`src/rtl/ipi_disp_pkg.sv`:
```
// Package: shared kinds, request record and the decode helpers of the
// send command dispatcher. Assumes 64-bit command words and 16-bit
// target register addresses.
package ipi_disp_pkg;

    typedef enum logic [1:0] {
        KIND_IRQ  = 2'd0,
        KIND_MAIL = 2'd1,
        KIND_ANY  = 2'd2
    } send_kind_e;

    localparam int NUM_KINDS = 3;

    localparam logic [15:0] IRQ_SET_ADDR = 16'h1008;
    localparam logic [15:0] MBOX_BASE    = 16'h1020;

    // Command window offset of each kind
    function automatic logic [15:0] kind_offset(input int k);
        case (k)
            0:       return 16'h0040;
            1:       return 16'h0048;
            default: return 16'h0158;
        endcase
    endfunction

    // Clear each data byte whose mask bit (command bits 30:27) is set
    function automatic logic [31:0] masked_payload(input logic [63:0] w);
        logic [31:0] d;
        d = w[63:32];
        for (int b = 0; b < 4; b++) begin
            if (w[27 + b]) d[b*8 +: 8] = 8'h00;
        end
        return d;
    endfunction

endpackage

```
`src/rtl/ipi_cmd_capture.sv`:
```
// Command capture: decodes the write offset, keeps the low half of a
// split command per kind and reports a complete 64-bit command in the
// cycle of the completing write. Assumes at most one kind matches an
// offset and that the low half is written before the high half.
module ipi_cmd_capture
    import ipi_disp_pkg::*;
#(
    parameter int OFS_W = 12
) (
    input  logic             clk,
    input  logic             rst_n,
    input  logic             fire,
    input  logic [OFS_W-1:0] addr,
    input  logic             wide,
    input  logic [63:0]      wdata,
    output logic             launch,
    output send_kind_e       kind,
    output logic [63:0]      word
);

    logic [NUM_KINDS-1:0] hit_lo;
    logic [NUM_KINDS-1:0] hit_hi;
    logic [31:0]          low_q [NUM_KINDS];

    for (genvar k = 0; k < NUM_KINDS; k++) begin : g_kind
        localparam logic [OFS_W-1:0] BASE = OFS_W'(kind_offset(k));

        assign hit_lo[k] = (addr == BASE);
        assign hit_hi[k] = (addr == BASE + OFS_W'(4)) && !wide;

        // Hold the low half of a split command for this kind
        always_ff @(posedge clk) begin
            if (!rst_n)
                low_q[k] <= '0;
            else if (fire && hit_lo[k] && !wide)
                low_q[k] <= wdata[31:0];
        end
    end

    // Select the completing kind and assemble the full command
    always_comb begin
        launch = 1'b0;
        kind   = KIND_IRQ;
        word   = '0;
        for (int k = 0; k < NUM_KINDS; k++) begin
            if (fire && ((hit_lo[k] && wide) || hit_hi[k])) begin
                launch = 1'b1;
                kind   = send_kind_e'(k);
                word   = wide ? wdata : {wdata[31:0], low_q[k]};
            end
        end
    end

endmodule

```
`src/rtl/ipi_cmd_decode.sv`:
```
// Command decoder: turns a complete command word of a given kind into
// target id, register address and store data, and tells whether the id
// names an existing core. Purely combinational.
module ipi_cmd_decode
    import ipi_disp_pkg::*;
#(
    parameter int NUM_CORES = 4,
    parameter int CORE_W    = 10
) (
    input  send_kind_e        kind,
    input  logic [63:0]       word,
    output logic [CORE_W-1:0] core,
    output logic [15:0]       raddr,
    output logic [31:0]       rdata,
    output logic              in_range
);

    localparam int ID_LSB = 16;

    assign core     = word[ID_LSB +: CORE_W];
    assign in_range = (32'(core) < NUM_CORES);

    // Form address and data per send kind
    always_comb begin
        case (kind)
            KIND_IRQ: begin
                raddr = IRQ_SET_ADDR;
                rdata = 32'd1 << word[4:0];
            end
            KIND_MAIL: begin
                raddr = MBOX_BASE + (word[15:0] & 16'h001C);
                rdata = masked_payload(word);
            end
            default: begin
                raddr = word[15:0];
                rdata = masked_payload(word);
            end
        endcase
    end

endmodule

```
`src/rtl/ipi_req_slot.sv`:
```
// One-entry output buffer: loads a request, presents it with valid and
// keeps it unchanged until the consumer takes it. Assumes load is only
// raised while the slot is empty.
module ipi_req_slot #(
    parameter int CORE_W = 10
) (
    input  logic              clk,
    input  logic              rst_n,
    input  logic              load,
    input  logic [CORE_W-1:0] in_core,
    input  logic [15:0]       in_addr,
    input  logic [31:0]       in_data,
    input  logic              take,
    output logic              full,
    output logic [CORE_W-1:0] out_core,
    output logic [15:0]       out_addr,
    output logic [31:0]       out_data
);

    // Occupancy flag
    always_ff @(posedge clk) begin
        if (!rst_n)    full <= 1'b0;
        else if (load) full <= 1'b1;
        else if (take) full <= 1'b0;
    end

    // Payload registers, written only on load
    always_ff @(posedge clk) begin
        if (!rst_n) begin
            out_core <= '0;
            out_addr <= '0;
            out_data <= '0;
        end else if (load) begin
            out_core <= in_core;
            out_addr <= in_addr;
            out_data <= in_data;
        end
    end

endmodule

```
`src/rtl/ipi_cmd_dispatch.sv`:
```
// Top: accepts send command writes, captures full 64-bit commands,
// decodes them into one 32-bit store request held in a one-entry
// buffer, pulses the target's interrupt line for interrupt sends and
// flags commands aimed at missing cores. The command port is closed
// while the buffer holds a request.
module ipi_cmd_dispatch
    import ipi_disp_pkg::*;
#(
    parameter int NUM_CORES = 4,
    parameter int CORE_W    = 10,
    parameter int OFS_W     = 12
) (
    input  logic                 clk,
    input  logic                 rst_n,
    input  logic                 cmd_valid,
    output logic                 cmd_ready,
    input  logic [OFS_W-1:0]     cmd_addr,
    input  logic                 cmd_wide,
    input  logic [63:0]          cmd_wdata,
    output logic                 req_valid,
    input  logic                 req_ready,
    output logic [CORE_W-1:0]    req_core,
    output logic [15:0]          req_addr,
    output logic [31:0]          req_data,
    output logic [NUM_CORES-1:0] irq_pulse,
    output logic                 err_pulse
);

    logic              fire;
    logic              launch;
    send_kind_e        kind;
    logic [63:0]       word;
    logic [CORE_W-1:0] dec_core;
    logic [15:0]       dec_addr;
    logic [31:0]       dec_data;
    logic              dec_ok;
    logic              slot_full;
    logic              load;
    logic [NUM_CORES-1:0] irq_next;

    assign cmd_ready = !slot_full;
    assign fire      = cmd_valid && cmd_ready;
    assign load      = launch && dec_ok;
    assign req_valid = slot_full;

    ipi_cmd_capture #(.OFS_W(OFS_W)) u_capture (
        .clk    (clk),
        .rst_n  (rst_n),
        .fire   (fire),
        .addr   (cmd_addr),
        .wide   (cmd_wide),
        .wdata  (cmd_wdata),
        .launch (launch),
        .kind   (kind),
        .word   (word)
    );

    ipi_cmd_decode #(.NUM_CORES(NUM_CORES), .CORE_W(CORE_W)) u_decode (
        .kind     (kind),
        .word     (word),
        .core     (dec_core),
        .raddr    (dec_addr),
        .rdata    (dec_data),
        .in_range (dec_ok)
    );

    ipi_req_slot #(.CORE_W(CORE_W)) u_slot (
        .clk      (clk),
        .rst_n    (rst_n),
        .load     (load),
        .in_core  (dec_core),
        .in_addr  (dec_addr),
        .in_data  (dec_data),
        .take     (req_ready),
        .full     (slot_full),
        .out_core (req_core),
        .out_addr (req_addr),
        .out_data (req_data)
    );

    // Per-core interrupt request for an accepted interrupt send
    always_comb begin
        for (int c = 0; c < NUM_CORES; c++)
            irq_next[c] = load && (kind == KIND_IRQ) && (dec_core == CORE_W'(c));
    end

    // Register the one-cycle interrupt and error pulses
    always_ff @(posedge clk) begin
        if (!rst_n) begin
            irq_pulse <= '0;
            err_pulse <= 1'b0;
        end else begin
            irq_pulse <= irq_next;
            err_pulse <= launch && !dec_ok;
        end
    end

endmodule

```
`config.mk`:
```
export PLATFORM = sky130hd
export DESIGN_NAME = ipi_cmd_dispatch
export DESIGN_NICKNAME = d
export VERILOG_FILES = /design/src/rtl/ipi_disp_pkg.sv /design/src/rtl/ipi_cmd_capture.sv /design/src/rtl/ipi_cmd_decode.sv /design/src/rtl/ipi_req_slot.sv /design/src/rtl/ipi_cmd_dispatch.sv
export SDC_FILE = /design/constraint.sdc
export NUM_CORES = 1
export LEC_CHECK = 0
export BUFFER_PORTS_ARGS = -buffer_cell sky130_fd_sc_hd__buf_2
export CAP_MARGIN = 30
export CORE_ASPECT_RATIO = 0.9
export CORE_MARGIN = 2
export CORE_UTILIZATION = 57
export DETAILED_ROUTE_END_ITERATION = 7
export PLACE_DENSITY = 0.85
export RECOVER_POWER = 100
export SYNTH_ARGS = -nofsm -noshare
export SYNTH_HDL_FRONTEND = slang
export SYNTH_HIERARCHICAL = 1
export SYNTH_SLANG_ARGS = --single-unit
```
`constraint.sdc`:
```
create_clock -name clk -period 6.7 [get_ports clk]
set_input_delay 1.34 -clock clk [delete_from_list [all_inputs] [get_ports clk]]
set_output_delay 1.34 -clock clk [all_outputs]
set_load 0.01 [all_outputs]
```
==> flow_summary_export.csv <==
group,metric,value,unit
clocking,cts_buffers,17,
power_and_ir_drop,ir_worst_vdd,186,uV
timing,worstMarginPinSlew,1.89,ns
final_layout,final.fill_count,1122,
place,port_buffers,145,
final_layout,diodes,0,
critical_path,crit_buf_inv,3,
drt,first_pass_iters,7,
final_layout,area_growth,13.2,%
final_layout,final_common_cell,"mux2i_1",
critical_path,startpoint_type,"input port",
drt,vias,6530,
critical_path,critPathMaxFanout,36,
timing,relSlewSlack,-25.8,%
job,cap_violations,2,
timing,finalSetupTns,0,ns
timing,setup_ws,1.27,ns
final_layout,fin_cells,1050,
clocking,post_cts_resized,0,
clocking,cts.clk_slew.worst_paths,0.06,ns
critical_path,max_stage_delay,0.95,ns
drt,drt-total-wl,22.8,mm
timing,period_minus_slack,5.43,ns
power_and_ir_drop,cellLeakagePower,3.07,nW
clocking,cts_buffer_depth,2,
clocking,clock-root-buffer,"clkbuf_16",
drt,drtIter0Drc,784,
critical_path,crit_chain,"buf_2, nor4b_1, nand2_1, clkbuf_1, o2bb2ai_1, or4_1, nor2_1, and2_4, clkbuf_2, mux2i_1, nor2b_1",
global_route,grt_first_pass_wirelength,35.2,mm
drt,post_drt_wl_per_cell,21.7,um
synthesis,avgSynthCellArea,11.0,um2
status,failed_checks,"capacitance limit, slew limit",
timing,fin_skew,0.00528,ns
clocking,cts_hold_buf,0,
critical_path,worst_r2r_path_depth,11,
power_and_ir_drop,switching_share,21.9,%
critical_path,path_depth,11,
timing,slew_violations,64,
global_route,grtUsageTotal,30.3,%
worst_hold_path,worst_hold_path_type,"flip-flop to flip-flop",
critical_path,crit_slowest_cell,"clkbuf_2",
power_and_ir_drop,p_comb_share,6.4,%
final_layout,layout_common_cells,"mux2i_1, edfxtp_1, buf_2",
global_route,grt_max_degree,69,
critical_path,arrival,5.73,ns
synthesis,netlist_area,0.00823,mm2
die,core,0.0141,mm2
critical_path,endpoint_kind,"flip-flop",
place,place.detailed.hpwl,15.3,mm
timing,setup_viol,0,
place,placedCellCount,1018,
timing,whs,0.521,ns
drt,final_antenna_net_count,0,
power_and_ir_drop,cell_internal_pwr,1.61,mW
global_route,antenna_found_initial,1,
worst_hold_path,min_from,"u_slot/out_addr[10]",
die,ios,146,
status,outcome,"finished, violations left",
critical_path,crit_type,"input port to flip-flop",
final_layout,final_util,66.3,%
clocking,cts_tree,"yes",
die,row_count,41,
power_and_ir_drop,pwr-share-seq,50.1,%
critical_path,path_delay_family,"simple AND/OR/NAND/NOR gates",
die,die_h,118,um
synthesis,synthCells,746,
clocking,clkLatencyLatePin,0.43,ns
timing,timing.fmax,184,MHz
power_and_ir_drop,p_sw,0.452,mW
global_route,grt_overflow_total,0,
clocking,cts_setup_buffers,0,
power_and_ir_drop,powerDensity,222,mW/mm2
critical_path,crit_required,7.01,ns
synthesis,ys_warn_count,6,
critical_path,r2r_start,"u_slot/full",
timing,final_hold_viol_count,0,
die,initial_utilization,58.6,%
timing,rsz0062_at_grt,"false",
critical_path,rrSetupSlack,2.34,ns
critical_path,critPathLaunch,"cmd_addr[6]",
die,dieArea,0.0154,mm2
timing,fin_crit_sh,81.0,%
place,place_congestion,0.944,
drt,via_per_inst,6.22,
die,die_x,131,um
clocking,htreeDepth,4,
synthesis,synth_nets,827,
final_layout,nets,925,
final_layout,layout-drive-gt1-share,17.5,%
worst_hold_path,holdPathStages,2,
drt,drc,0,
global_route,grt_pass1_vias,6376,
clocking,cts_sinks,154,
power_and_ir_drop,p_clk_share,43.5,%
place,pre_cts_slack,1.86,ns
==> registers in the layout (all words and copies together) (netlist names) <==
name             count
u_slot/full          1
irq_pulse            4
u_capture/low_q     90
u_slot/out_addr     16
err_pulse            1
u_slot/out_core     10
u_slot/out_data     32
==> cell type report <==
class                      count  area (um2)  share of cell area (%)
clock inverter                12         106                    1.14
timing repair buffer         163         758                    8.14
tap                          193         241                    2.59
clock buffer                  20         437                    4.69
inverter                       3        11.3                   0.121
multi-input combinational    505        3780                    40.6
sequential                   154        3980                    42.7
==> power by group through the flow <==
stage | Combinational (mW) | Sequential, mW | Clock [mW]
global route | 0.141 | 1.04 | 0.945
finish | 0.132 | 1.04 | 0.899
CTS | 0.132 | 1.04 | 0.906
detailed placement | 0.131 | 1.05 | 0
global placement | 0.128 | 1.05 | 0
floorplan | 0.0696 | 1.05 | 0
==> per-layer routing <==
| metal | part of all wire (%) | GRT usage [%] |
|---|---|---|
| met3 | 11 | 9.27 |
| met4 | 3.0 | 11.6 |
| met2 | 47 | 46.1 |
| met5 | 0.083 | 0 |
| met1 | 39 | 40.6 |
==> worst register-to-register path, delay by kind of cell (launching register included) <==
family / cells / cell delay, ns
flip-flops: 1 / 0.37
AND/OR/NAND/NOR: 7 / 2.08
buffers and inverters: 1 / 0.96
multiplexers: 1 / 0.33
AO/OA/AOI/OAI: 2 / 0.50
==> final timing paths <==
check	endpoint
min reg2reg	u_slot/out_addr[10]
min	u_slot/out_addr[10]
max	u_slot/out_data[21]
max reg2reg	u_slot/out_data[21]
==> stage by stage <==
stage / power (mW) / area, um2
2_1_floorplan: 1.12 / 8230
3_3_place_gp: 1.18 / 8930
3_5_place_dp: 1.19 / 8930
4_1_cts: 2.07 / 9470
5_1_grt: 2.12 / 9320
6_report: 2.07 / 9320
Note: power is estimated with default switching activity, not from simulation.
